===== src/rtl/flashgeo_pkg.sv =====
package flashgeo_pkg;

   localparam logic [7:0] OP_GET_ID   = 8'h9F;
   localparam logic [7:0] OP_GET_STAT = 8'hD7;
   localparam logic [7:0] FILLER      = 8'h00;

   typedef enum logic [3:0] {
      ST_ID_OP, ST_ID_B0, ST_ID_B1, ST_ID_B2, ST_SORT,
      ST_SR_OP, ST_SR_B0, ST_COMMIT, ST_HOLD
   } step_e;

   // one family of parts: pages = 512 << pg_exp, size class picks 2^(8+cls)
   typedef struct packed {
      logic       hit;
      logic       pow2cap;
      logic [2:0] pg_exp;
      logic [1:0] sz_cls;
   } fam_t;

endpackage


===== src/rtl/flashgeo_idmap.sv =====
module flashgeo_idmap
   import flashgeo_pkg::*;
#(
   parameter logic [7:0] MFR_CODE = 8'h1F
) (
   input  logic [23:0] id_word,
   output fam_t        fam
);

   function automatic fam_t mk(input logic cap, input int pg, input int cls);
      fam_t f;
      f.hit     = 1'b1;
      f.pow2cap = cap;
      f.pg_exp  = 3'(pg);
      f.sz_cls  = 2'(cls);
      return f;
   endfunction

   always_comb begin
      fam = '0;
      if (id_word[23:16] == MFR_CODE) begin
         case (id_word[15:0])
            16'h2200: fam = mk(1'b1, 0, 0);
            16'h2300: fam = mk(1'b1, 1, 0);
            16'h2400: fam = mk(1'b1, 2, 0);
            16'h2500: fam = mk(1'b1, 3, 0);
            16'h2600: fam = mk(1'b1, 3, 1);
            16'h2700: fam = mk(1'b0, 4, 1);
            16'h2701: fam = mk(1'b1, 4, 1);
            16'h2800: fam = mk(1'b1, 4, 2);
            default:  fam = '0;
         endcase
      end
   end

endmodule


===== src/rtl/flashgeo_stdec.sv =====
module flashgeo_stdec (
   input  logic [7:0] stat,
   output logic       hit,
   output logic [2:0] pg_exp,
   output logic [1:0] sz_cls
);

   logic absent;
   assign absent = (stat == 8'h00) || (stat == 8'hFF);

   always_comb begin
      hit    = 1'b1;
      pg_exp = 3'd0;
      sz_cls = 2'd0;
      case (stat[5:2])
         4'h3:       begin pg_exp = 3'd0; sz_cls = 2'd0; end
         4'h5:       begin pg_exp = 3'd1; sz_cls = 2'd0; end
         4'h7:       begin pg_exp = 3'd2; sz_cls = 2'd0; end
         4'h9:       begin pg_exp = 3'd3; sz_cls = 2'd0; end
         4'hB:       begin pg_exp = 3'd3; sz_cls = 2'd1; end
         4'hD:       begin pg_exp = 3'd4; sz_cls = 2'd1; end
         4'hE, 4'hF: begin pg_exp = 3'd4; sz_cls = 2'd2; end
         default:    hit = 1'b0;
      endcase
      if (absent) hit = 1'b0;
   end

endmodule


===== src/rtl/flashgeo_shape.sv =====
module flashgeo_shape #(
   parameter int PAGES_W = 14,
   parameter int SIZE_W  = 11,
   parameter int SHIFT_W = 4
) (
   input  logic               found,
   input  logic [2:0]         pg_exp,
   input  logic [1:0]         sz_cls,
   input  logic               binary,
   output logic [PAGES_W-1:0] pages,
   output logic [SIZE_W-1:0]  size,
   output logic [SHIFT_W-1:0] shift
);

   localparam int BASE_EXP = 8;
   localparam int SPARE_GAP = 5;
   localparam logic [PAGES_W-1:0] PG_MIN = PAGES_W'(512);
   localparam logic [SIZE_W-1:0]  ONE_SZ = SIZE_W'(1);

   logic [3:0] exp_b;
   assign exp_b = 4'(BASE_EXP) + {2'b00, sz_cls};

   always_comb begin
      pages = '0;
      size  = '0;
      shift = '0;
      if (found) begin
         pages = PG_MIN << pg_exp;
         if (binary) begin
            size  = ONE_SZ << exp_b;
            shift = SHIFT_W'(exp_b);
         end else begin
            size  = (ONE_SZ << exp_b) + (ONE_SZ << (exp_b - 4'(SPARE_GAP)));
            shift = SHIFT_W'(exp_b + 4'd1);
         end
      end
   end

endmodule


===== src/rtl/flashgeo_seq.sv =====
module flashgeo_seq
   import flashgeo_pkg::*;
#(
   parameter bit         LEGACY_EN = 1'b1,
   parameter logic [7:0] MFR_CODE  = 8'h1F
) (
   input  logic        clk,
   input  logic        rst_n,
   input  logic        id_req,
   input  logic        xfer_done,
   input  logic [7:0]  xfer_rx,
   input  logic        id_hit,
   input  logic        id_cap,
   output logic        xfer_req,
   output logic [7:0]  xfer_tx,
   output logic        xfer_last,
   output logic [23:0] id_word,
   output logic [7:0]  stat_byte,
   output logic        legacy,
   output logic        commit,
   output logic        idle
);

   step_e state, state_nx;
   logic  mfr_match;

   assign mfr_match = (id_word[23:16] == MFR_CODE);

   always_comb begin
      xfer_req  = 1'b0;
      xfer_tx   = FILLER;
      xfer_last = 1'b0;
      case (state)
         ST_ID_OP: begin xfer_req = 1'b1; xfer_tx = OP_GET_ID; end
         ST_ID_B0, ST_ID_B1: xfer_req = 1'b1;
         ST_ID_B2: begin xfer_req = 1'b1; xfer_last = 1'b1; end
         ST_SR_OP: begin xfer_req = 1'b1; xfer_tx = OP_GET_STAT; end
         ST_SR_B0: begin xfer_req = 1'b1; xfer_last = 1'b1; end
         default: ;
      endcase
   end

   always_comb begin
      state_nx = state;
      case (state)
         ST_ID_OP: if (xfer_done) state_nx = ST_ID_B0;
         ST_ID_B0: if (xfer_done) state_nx = ST_ID_B1;
         ST_ID_B1: if (xfer_done) state_nx = ST_ID_B2;
         ST_ID_B2: if (xfer_done) state_nx = ST_SORT;
         ST_SORT: begin
            if (!mfr_match)
               state_nx = LEGACY_EN ? ST_SR_OP : ST_COMMIT;
            else if (id_hit && id_cap)
               state_nx = ST_SR_OP;
            else
               state_nx = ST_COMMIT;
         end
         ST_SR_OP: if (xfer_done) state_nx = ST_SR_B0;
         ST_SR_B0: if (xfer_done) state_nx = ST_COMMIT;
         ST_COMMIT: state_nx = ST_HOLD;
         ST_HOLD:  if (id_req) state_nx = ST_ID_OP;
         default:  state_nx = ST_ID_OP;
      endcase
   end

   always_ff @(posedge clk) begin
      if (!rst_n) begin
         state     <= ST_ID_OP;
         id_word   <= '0;
         stat_byte <= '0;
         legacy    <= 1'b0;
      end else begin
         state <= state_nx;
         case (state)
            ST_ID_OP: stat_byte <= '0;
            ST_ID_B0: if (xfer_done) id_word[23:16] <= xfer_rx;
            ST_ID_B1: if (xfer_done) id_word[15:8]  <= xfer_rx;
            ST_ID_B2: if (xfer_done) id_word[7:0]   <= xfer_rx;
            ST_SORT:  legacy <= !mfr_match && LEGACY_EN;
            ST_SR_B0: if (xfer_done) stat_byte <= xfer_rx;
            default: ;
         endcase
      end
   end

   assign commit = (state == ST_COMMIT);
   assign idle   = (state == ST_HOLD);

endmodule


===== src/rtl/flashgeo.sv =====
module flashgeo
   import flashgeo_pkg::*;
#(
   parameter int         PAGES_W   = 14,
   parameter int         SIZE_W    = 11,
   parameter int         SHIFT_W   = 4,
   parameter bit         LEGACY_EN = 1'b1,
   parameter logic [7:0] MFR_CODE  = 8'h1F
) (
   input  logic               clk,
   input  logic               rst_n,
   input  logic               id_req,
   output logic               xfer_req,
   output logic [7:0]         xfer_tx,
   output logic               xfer_last,
   input  logic               xfer_done,
   input  logic [7:0]         xfer_rx,
   output logic               geo_valid,
   output logic               geo_ok,
   output logic               geo_rev,
   output logic [PAGES_W-1:0] geo_pages,
   output logic [SIZE_W-1:0]  geo_size,
   output logic [SHIFT_W-1:0] geo_shift
);

   localparam int MAX_PAGES  = 8192;
   localparam int MAX_SIZE   = 1056;
   localparam int MAX_SHIFT  = 11;

   if (PAGES_W < $clog2(MAX_PAGES + 1)) begin : g_chk_pw
      $error("PAGES_W too narrow for the largest page count");
   end
   if (SIZE_W < $clog2(MAX_SIZE + 1)) begin : g_chk_sw
      $error("SIZE_W too narrow for the largest page size");
   end
   if (SHIFT_W < $clog2(MAX_SHIFT + 1)) begin : g_chk_hw
      $error("SHIFT_W too narrow for the largest shift");
   end

   logic [23:0] id_word;
   logic [7:0]  stat_byte;
   logic        legacy, commit, idle;
   fam_t        id_fam;
   logic        st_hit;
   logic [2:0]  st_pg;
   logic [1:0]  st_cls;

   flashgeo_seq #(.LEGACY_EN(LEGACY_EN), .MFR_CODE(MFR_CODE)) u_seq (
      .clk(clk), .rst_n(rst_n), .id_req(id_req),
      .xfer_done(xfer_done), .xfer_rx(xfer_rx),
      .id_hit(id_fam.hit), .id_cap(id_fam.pow2cap),
      .xfer_req(xfer_req), .xfer_tx(xfer_tx), .xfer_last(xfer_last),
      .id_word(id_word), .stat_byte(stat_byte), .legacy(legacy),
      .commit(commit), .idle(idle)
   );

   flashgeo_idmap #(.MFR_CODE(MFR_CODE)) u_idmap (
      .id_word(id_word), .fam(id_fam)
   );

   if (LEGACY_EN) begin : g_legacy
      flashgeo_stdec u_stdec (
         .stat(stat_byte), .hit(st_hit), .pg_exp(st_pg), .sz_cls(st_cls)
      );
   end else begin : g_no_legacy
      assign st_hit = 1'b0;
      assign st_pg  = 3'd0;
      assign st_cls = 2'd0;
   end

   logic       found, binary, rev_nx;
   logic [2:0] sel_pg;
   logic [1:0] sel_cls;

   assign found   = legacy ? st_hit : id_fam.hit;
   assign sel_pg  = legacy ? st_pg  : id_fam.pg_exp;
   assign sel_cls = legacy ? st_cls : id_fam.sz_cls;
   assign binary  = !legacy && id_fam.pow2cap && stat_byte[0];
   assign rev_nx  = !legacy && id_fam.hit && id_fam.pow2cap;

   logic [PAGES_W-1:0] pages_nx;
   logic [SIZE_W-1:0]  size_nx;
   logic [SHIFT_W-1:0] shift_nx;

   flashgeo_shape #(.PAGES_W(PAGES_W), .SIZE_W(SIZE_W), .SHIFT_W(SHIFT_W)) u_shape (
      .found(found), .pg_exp(sel_pg), .sz_cls(sel_cls), .binary(binary),
      .pages(pages_nx), .size(size_nx), .shift(shift_nx)
   );

   always_ff @(posedge clk) begin
      if (!rst_n) begin
         geo_ok    <= 1'b0;
         geo_rev   <= 1'b0;
         geo_pages <= '0;
         geo_size  <= '0;
         geo_shift <= '0;
      end else if (commit) begin
         geo_ok    <= found;
         geo_rev   <= rev_nx;
         geo_pages <= pages_nx;
         geo_size  <= size_nx;
         geo_shift <= shift_nx;
      end
   end

   assign geo_valid = idle;

endmodule


===== config.mk =====
export PLATFORM = sky130hd
export DESIGN_NAME = flashgeo
export DESIGN_NICKNAME = d
export VERILOG_FILES = /design/src/rtl/flashgeo_pkg.sv /design/src/rtl/flashgeo_idmap.sv /design/src/rtl/flashgeo_stdec.sv /design/src/rtl/flashgeo_shape.sv /design/src/rtl/flashgeo_seq.sv /design/src/rtl/flashgeo.sv
export SDC_FILE = /design/constraint.sdc
export NUM_CORES = 1
export LEC_CHECK = 0
export ABC_AREA = 1
export BUFFER_PORTS_ARGS = -buffer_cell sky130_fd_sc_hd__buf_2
export CAP_MARGIN = 20
export CORE_ASPECT_RATIO = 0.7
export CORE_MARGIN = 10
export CORE_UTILIZATION = 27
export DETAILED_ROUTE_END_ITERATION = 7
export MAX_ROUTING_LAYER = met4
export SETUP_SLACK_MARGIN = 0.02
export SYNTH_ARGS = -nofsm -noshare
export SYNTH_HDL_FRONTEND = slang
export SYNTH_SLANG_ARGS = --single-unit

===== constraint.sdc =====
create_clock -name clk -period 2.6 [get_ports clk]
set_clock_uncertainty 0.05 [all_clocks]
set_input_delay 0 -clock clk [delete_from_list [all_inputs] [get_ports clk]]
set_output_delay 0 -clock clk [all_outputs]
set_load 0.01 [all_outputs]

* After elaboration in Yosys (flattened, before gate mapping)
Index checks and enable logic that the tools add are counted.
** Storage, ports and cells
- Register bits :: 68
- Input bits :: 12
- Output and inout port bits :: 42
- Logic and storage cells :: 103
** Cells by class
- $add $sub $neg :: 4
- Equality and inequality tests :: 33
- Shift operators :: 3
- Mux-type cells :: 29
- Reduce and logical (&&, ||, !) cells :: 23
** Operators with widths (number)
- == test 16 x 14 -> 1 bit, second input constant :: 8
- case mux 7 bit (8 select lines) :: 1
- two-way mux 4 bit :: 10
- case mux 4 bit (9 select lines) :: 1
- case mux 8 bit (2 select lines) :: 2
- == test 4 x 3 -> 1 bit, second input constant :: 6
- == test 4 bit, second input constant :: 6
- two-way mux 11 bit :: 2
- left shift 1 x 4 -> 11 bit, first input constant :: 2
- two-way mux 14 bit :: 1
- inequality test 2 bit, second input constant :: 7
- left shift 10 x 3 -> 14 bit, first input constant :: 1
- == test 4 x 2 -> 1 bit, second input constant :: 3
- case mux 3 bit (4 select lines) :: 1
- adder 11 bit :: 1
- == test 8 x 5 -> 1 bit, second input constant :: 1
- == test 8 bit, second input constant :: 1
- zero test 8 bit :: 1
- two-way mux 8 bit :: 1
- AND reduction 2 bit :: 4
- OR reduction 2 bit :: 4
- OR reduction 8 bit :: 1
- two-way mux 7 bit :: 1
- AND reduction 7 bit :: 1
- 15 further kinds :: 25

* Depth between registers and ports, before layout
Gate-level depths: netlist (run 1).
- Depth in word-level cells :: 10
- Depth in mapped cells :: 16
- Mapped depth without buffers :: 16

* By module
Synthesis (run 1) repeated with hierarchy kept, for this count alone.
** Unflattened totals
- Cell total of the unflattened synthesis :: 537
- Area, all modules :: 3616.0 sq um
** Modules (own cells, without submodules)
- flashgeo_seq :: times used 1, cells each 214, area an instance 1607.8 sq um, sequential area each 740.7 sq um
- flashgeo :: times used 1, cells each 159, area an instance 1163.6 sq um, sequential area each 620.6 sq um
- flashgeo_idmap :: times used 1, cells each 68, area an instance 357.8 sq um, sequential area each 0.0 sq um
- flashgeo_shape :: times used 1, cells each 63, area an instance 337.8 sq um, sequential area each 0.0 sq um
- flashgeo_stdec :: times used 1, cells each 33, area an instance 148.9 sq um, sequential area each 0.0 sq um

* Worst setup path before layout (run 1)
OpenSTA, ideal clock, no wires.
- Path type :: register to register
- From :: reg u_seq.id_word[5]
- To :: reg geo_shift[1]
- Setup time :: 0.128 ns
- Data arrival time :: 1.650 ns
- Setup slack :: 0.773 ns
- Stages on the path, launching flop included :: 16
- Cells stage by stage :: dfxtp_1 > nor2_2 > nand2_2 > nor2_8 > nand2_1 > nand3_1 > nand2_1 > nand2_1 > inv_1 > ha_1 > inv_1 > nand2_1 > o21ai_1 > nor2_1 > nor2_1 > nor2_1
** Between the ends
- Longest elaborated chain between the ends :: 8
- Elaborated cells between the ends (all ways) :: 18
** Ends and longest elaborated chain
- from (decl) :: line flashgeo_seq.sv:17 : output logic [23:0] id_word,
- from (signal assigned) :: line flashgeo_seq.sv:78 : ST_ID_B2: if (xfer_done) id_word[7:0] <= xfer_rx;
- == test 16 x 14 -> 1 bit :: line flashgeo_idmap.sv:22 : case (id_word[15:0])
- case mux 7 bit (8 select lines) * :: line flashgeo_idmap.sv:22
- two-way mux 7 bit * :: line flashgeo_idmap.sv:21 : if (id_word[23:16] == MFR_CODE) begin
- two-way mux 2 bit :: line flashgeo.sv:77 : assign sel_cls = legacy ? st_cls : id_fam.sz_cls;
- adder 4 x 2 -> 4 bit :: line flashgeo_shape.sv:21 : assign exp_b = 4'(BASE_EXP) + {2'b00, sz_cls};
- adder 4 x 1 -> 4 bit :: line flashgeo_shape.sv:34 : shift = SHIFT_W'(exp_b + 4'd1);
- two-way mux 4 bit :: line flashgeo_shape.sv:29 : if (binary) begin
- two-way mux 4 bit * :: line flashgeo_shape.sv:27 : if (found) begin
- to (signal assigned) :: line flashgeo.sv:102 : geo_shift <= shift_nx;
- to (decl) :: line flashgeo.sv:23 : output logic [SHIFT_W-1:0] geo_shift
Every way passes the cells marked *; elsewhere a longest branch is shown, timed or not.
A chain may end at the register's enable or synchronous reset.

* Worst setup path in the final report (run 1)
Same ends and word-level chain as after synthesis.

==> impl_metrics.ini, run 1 <==
[cts]
clk-insertion-delay-late_ns = 0.32
cts_root_buffer = clkbuf_16
cts_buffers = 9
tritoncts = built
clk_pin_slew_ns = 0.06
clock-sinks = 57
cts_setup_buffers = 0
htree_levels = 3
cts_buffer_depth = 2

[drt]
vias_per_cell = 4.50
wire_per_inst_um = 12.7
route.detailed.drc = 0
drt-pass1-iter-count = 4
wl_um = 8020
first_iter_violations = 147
vias = 2833
ant_nets = 0

[worst_setup_path]
cp.required_ns = 2.77
critPathMaxFanout = 4
regToRegStartpoint = u_seq.id_word[5]
crit_arrival_ns = 2.24
crit_start = u_seq.id_word[5]
crit_type = reg -> reg
end_kind = flip-flop
crit_path_start_kind = flip-flop

[floorplan]
initial_core_util_pct = 28.1
core_um2 = 10600
die_x_um = 145
rows = 31
die_area_um2 = 15700
ios = 54
die_h_um = 108

[global_route]
grt-ovfl-total = 0
antenna_found_initial = 0
grtUsageMet3_pct = 2.86
grtUsageMet1_pct = 13.4
grt_usage_pct = 10.5
grt_pass1_vias = 2701
grt_pass1_wl_um = 13400
met2_usage_pct = 15.9
grt_max_degree = 33
grt.busiest_layer = met2

[synth]
synth_edf_count = 0
synth_commonest_cells = nand2_1, nor2_1, dfxtp_1
ys_warn_count = 0
async_flop_share_pct = 0
syn_area_per_cell_um2 = 6.95
syn_inst = 427
ys_seq_elements = 57
synth_cell_types = 31
ys_seq_area_share_pct = 38.4
syn_area_um2 = 2970
synth_top_cell_area_share_pct = 38.4
synth_ff_type = dfxtp_1
yosys.area.top_type = dfxtp_1
yosysMostFrequentCell = nand2_1
ys_top_cells_by_area = dfxtp_1, nand2_1, nor2_1, a21oi_1, o21ai_0

[placement]
hpwl_um = 6020
gp_congestion = 0.851
post-place-ws_ns = 0.514
port_buffers = 43

[hold_path]
hp-start = xfer_done
hp-class = in -> reg

[timing]
setup_violations = 0
finalSetupTns_ns = 0
fmax_mhz = 482
post-route-min-period_ns = 2.07
hold_violations = 0
fin_crit_sh_pct = 79.8
fin_ws_ns = 0.526
rsz0062_at_grt = no
final-max-slew-violation-count = 0

[pwr]
vdd_drop_max_mv = 0.357
finalPower_w = 0.00223
powerDensity_nw_per_um2 = 608
p_leak_nw = 1.57

[finish]
syn_to_final_growth_pct = 23.4
final_nets = 493
diodes = 0
layout-drive-gt1-share_pct = 22.4

[job]
drv_cap = 0

[status]
run_status = completed
[worst paths after layout]
| check | to | slack, ns | cells after the start |
|---|---|---|---|
| setup / recovery | geo_shift[1] | 0.53 | 15 |
| setup reg to reg | geo_shift[1] | 0.53 | 15 |
| hold reg to reg | geo_size[7] | 0.38 | 2 |
| hold / removal | u_seq.id_word[6] | 0.009 | 3 |
[flip-flops by register name (all words and copies together) (netlist names)]
name	count
u_seq.id_word	24
u_seq.legacy	1
geo_pages	5
geo_shift	2
geo_ok	1
geo_rev	1
u_seq.stat_byte	8
geo_size	11
u_seq.state	4
[cell usage in the layout, fill, tap and decap left out, drive strengths merged]
master,synthesis,routed
nand2,90,90
nor2,82,82
dlygate4sd3,0,9
o21ai,29,29
nand4,13,13
dfxtp,57,57
buf,19,47
clkinvlp,0,2
a21oi,46,46
inv,40,42
o2bb2ai,1,1
nor3,5,5
a211oi,4,4
nand3b,1,1
nand3,23,23
xor2,1,1
o211ai,1,1
or2,1,1
clkinv,2,5
ha,4,4
clkbuf,7,9
conb,1,10
[power by group]
group / leakage, nW / internal (W) / switching [W]
clock network: 0.132 / 0.000651 / 0.000443
registers: 0.462 / 0.000903 / 0.0000222
logic: 0.978 / 0.0000718 / 0.000138
total: 1.57 / 0.00163 / 0.000603
[metal layers]
metal  wire length [um]  up-vias
met4                116        0
met2               3540       73
met3                338       16
li1                   -     1460
met1               4020     1284
met5                  0        -
[area by class of cell]
class | count | area, um2
flip-flops and latches | 57 | 1140
fillers | 1131 | 6890
multi-input cells | 311 | 1540
clock buffers | 9 | 225
well taps | 148 | 185
inverters | 42 | 159
clock inverters | 7 | 55.1
repair buffers | 56 | 355
[cells by family (layout without fill, tap and decap cells)]
logic type	count (synthesis)	in the layout	synth area share (%)
AO/OA/AOI/OAI	81	81	14.7
buffers and inverters	68	114	10.7
flip-flops	57	57	38.4
other	1	10	0.126
adder cells (fa/ha/maj)	4	4	1.69
AND/OR/NAND/NOR	215	215	34.0
XOR/XNOR	1	1	0.295
[metrics by stage]
stage          area [um2]  instances  hold slack [ns]  utilization [%]
2_1_floorplan        3000        436           0.0884                -
4_1_cts              3640        629          0.00526             34.5
3_5_place_dp         3270        604            0.247             31.0
6_report             3660        630          0.00916             34.7
3_3_place_gp         3270        604            0.236             31.0
5_1_grt              3660        630           0.0342             34.7
[what timing repair did]
item                      in CTS  in global routing
gates resized for setup        0                  0
hold endpoints to repair      28                  0
hold buffers                   9                  0
[worst max-delay path, stage by stage (launching register included)]
cell	delay, ns
dfxtp_1	0.31
nor2_2	0.11
nand2_2	0.11
nor2_1	0.22
nand2_1	0.14
nand3_1	0.09
nand2_1	0.05
nand2_1	0.14
inv_1	0.09
ha_1	0.30
inv_1	0.05
nand2_1	0.05
o21ai_1	0.07
nor2_1	0.05
nor2_1	0.08
nor2_1	0.04
No activity file was read; power rests on OpenSTA's default activity.
==> inputs of run 2 (changes only) <==
--- a/config.mk
+++ b/config.mk
@@ -5,7 +5,7 @@
 export SDC_FILE = /design/constraint.sdc
 export NUM_CORES = 1
 export LEC_CHECK = 0
-export ABC_AREA = 1
+export ABC_AREA = 0
 export BUFFER_PORTS_ARGS = -buffer_cell sky130_fd_sc_hd__buf_2
 export CAP_MARGIN = 20
 export CORE_ASPECT_RATIO = 0.7
==> constraint.sdc (replaced) <==
create_clock -name clk -period 1.7 [get_ports clk]
set_clock_uncertainty 0.05 [all_clocks]
set_input_delay 0 -clock clk [delete_from_list [all_inputs] [get_ports clk]]
set_output_delay 0 -clock clk [all_outputs]
set_load 0.01 [all_outputs]
==> impl_metrics.ini, run 2 <==
[timing]
slew_headroom_pct = 62.8
fin_ws_ns = -0.370
setup_violations = 21
final-max-slew-violation-count = 0
post-route-min-period_ns = 2.07
hold_violations = 0
fin_crit_sh_pct = 122
rsz0062_at_grt = yes
worst_pin_slew_ns = 0.557
fmax_mhz = 483

[global_route]
grt_pass1_vias = 2697
antenna_found_initial = 0
grt-ovfl-total = 0
grt_usage_pct = 11.6
grt_pass1_wl_um = 14200
grt_max_degree = 34

[finish]
largest_reg_flops = 24
final_nets = 433
max_flop_register = u_seq.id_word
multi_input_area_um2 = 1760
stdcell_count = 569
final_cell_mix = dfxtp_1, buf_4, buf_2
n_fill_cell = 1074
top_regs = u_seq.id_word: 24 flops, geo_size: 11 flops, u_seq.stat_byte: 8 flops
layout-drive-gt1-share_pct = 34.4
diodes = 0
syn_to_final_growth_pct = 39.6
final_common_cell = dfxtp_1
regArea_um2 = 1140
final_util_pct = 39.3

[floorplan]
core_um2 = 10500
initial_core_util_pct = 28.2
die_h_um = 108
rows = 31
die_x_um = 145
die_area_um2 = 15600
ios = 54

[synth]
async_flop_share_pct = 0
ys_top_cells_by_area = dfxtp_1, mux2i_1, nor2b_1, buf_4, nand2_1
synth_top_cell_area_share_pct = 38.5
synth_commonest_cells = dfxtp_1, nor2b_1, mux2i_1
syn_area_um2 = 2960
synth_edf_count = 0
synth_cell_types = 50
syn_area_per_cell_um2 = 8.89
yosysMostFrequentCell = dfxtp_1
ys_seq_area_share_pct = 38.5
ys_warn_count = 0
synth_ff_type = dfxtp_1
ys_seq_elements = 57
syn_inst = 333
yosys.area.top_type = dfxtp_1

[pwr]
p_comb_share_pct = 9.1
p_switching_w = 0.000804
powerDensity_nw_per_um2 = 838
p_sw_share_pct = 23.2
pwr-share-clk_pct = 51.4
vdd_drop_max_mv = 0.430
seq_power_share_pct = 39.6
p_leak_nw = 1.59
finalPower_w = 0.00346
p_int_w = 0.00266

[cts]
tritoncts = built
cts_buffer_depth = 2
clk_pin_slew_ns = 0.05
clock-sinks = 57
cts_root_buffer = clkbuf_16
htree_levels = 3
clk-insertion-delay-late_ns = 0.33
cts_buffers = 9

[placement]
post-place-ws_ns = -0.349
gp_congestion = 0.862
port_buffers = 43
hpwl_um = 6180
dpl.cell_count = 539

[worst_setup_path]
r2r_end = geo_size[0]
reg2reg_slack_ns = -0.37
crit_arrival_ns = 2.28
regToRegStartpoint = u_seq.id_word[23]
slowest_delay_ns = 0.46
cp.required_ns = 1.91
end_kind = flip-flop
crit_chain = nand4b_1 > or4_4 > nor3_4 > buf_4 > a31oi_4 > inv_1 > ha_2 > nand4_1 > a21boi_1
critPathMaxFanout = 4
crit_path_top_delay_cell = or4_4
crit_path_start_kind = flip-flop
crit_type = reg -> reg
reg2reg_depth = 9

[drt]
route.detailed.drc = 0
first_iter_violations = 177
wire_per_inst_um = 15.1
wl_um = 8620
vias = 2605
ant_nets = 0
vias_per_cell = 4.58
drt-pass1-iter-count = 4

[status]
run_status = complete, but fails checks
violations = negative setup slack

[hold_path]
hp-start = rst_n
hold_path_depth = 2
hold_end = u_seq.stat_byte[0]
hp-class = in -> reg

[job]
drv_cap = 0
run 2: cell count changes after synthesis, moves of 15 or more:
cell / before / now
nor2_1: 67 / 10
a21oi_1: 42 / 13
inv_1: 32 / 7
nand2_1: 73 / 26
o21ai_0: 28 / 6
mux2i_1: 0 / 29
nand2_2: 15 / 0
nor2b_1: 0 / 36
run 2: area by class of cell:
class                   instances  area share, %
clock inverters                 5           1.36
inverters                       7          0.727
flip-flops and latches         57           27.7
well taps                     148           4.48
multi-input cells             240           42.6
clock buffers                  10           5.78
repair buffers                102           17.4
run 2: worst max-delay path by stage:
stage	from	endpoint	slack (ns)	depth (start not counted)
floorplan	u_seq.id_word[23]	geo_shift[1]	-0.33	8
finish	u_seq.id_word[23]	geo_size[0]	-0.37	9
global route	u_seq.id_word[23]	geo_size[2]	-0.46	9
detailed placement	u_seq.id_word[2]	geo_size[0]	-0.35	8
global placement	u_seq.id_word[23]	geo_shift[1]	-0.27	7
CTS	u_seq.id_word[23]	geo_size[1]	-0.30	8
run 2: kinds of logic after synthesis:
logic type	count (synthesis)	synth area share, %
adder cells (fa/ha/maj)	4	1.69
flip-flops	57	38.5
AO/OA/AOI/OAI	56	13.0
XOR/XNOR	6	1.78
buffers and inverters	46	8.62
AND/OR/NAND/NOR	133	26.1
multiplexers	30	10.2
other	1	0.127
run 2: worst max-delay path: cells and delay by family (launching register included):
| family | cells | cell delay [ns] |
|---|---|---|
| and+or+nand+nor | 4 | 0.88 |
| DFF | 1 | 0.31 |
| AOI/OAI and AO/OA | 2 | 0.27 |
| buffers and inverters | 2 | 0.26 |
| adders and majority gates | 1 | 0.22 |
run 2: timing repair:
| action | CTS | global route |
|---|---|---|
| pin swaps | 2 | 3 |
| buffers inserted | 1 | 3 |
| hold buffers | 10 | 0 |
| resized for setup | 11 | 24 |
| setup endpoints to repair | 20 | 37 |
| gates cloned | 1 | 0 |
| hold endpoints to repair | 33 | 0 |
run 2: stage by stage:
step,hold WS [ns],setup TNS [ns],instance area [um2]
5_1_grt,0.183,-7.28,4130
3_3_place_gp,0.268,-3.96,3540
4_1_cts,0.159,-4.43,4000
2_1_floorplan,0.108,-3.39,3030
3_5_place_dp,0.279,-5.05,3540
6_report,0.160,-5.12,4130
run 2: power by group through the flow:
stage,Sequential [W],Clock [W],Combinational [W]
2_1_floorplan,0.00139,0,0.000205
3_3_place_gp,0.00139,0,0.000270
3_5_place_dp,0.00140,0,0.000275
4_1_cts,0.00137,0.00182,0.000298
5_1_grt,0.00137,0.00188,0.000343
6_report,0.00137,0.00178,0.000314
run 2: layer usage:
layer | global-route usage, % | vias to the layer above | routed length [um]
li1 | - | 1312 | -
met1 | 14.7 | 1231 | 4280
met2 | 17.1 | 53 | 3830
met3 | 3.19 | 9 | 403
met4 | 4.24 | 0 | 104
met5 | - | - | 0
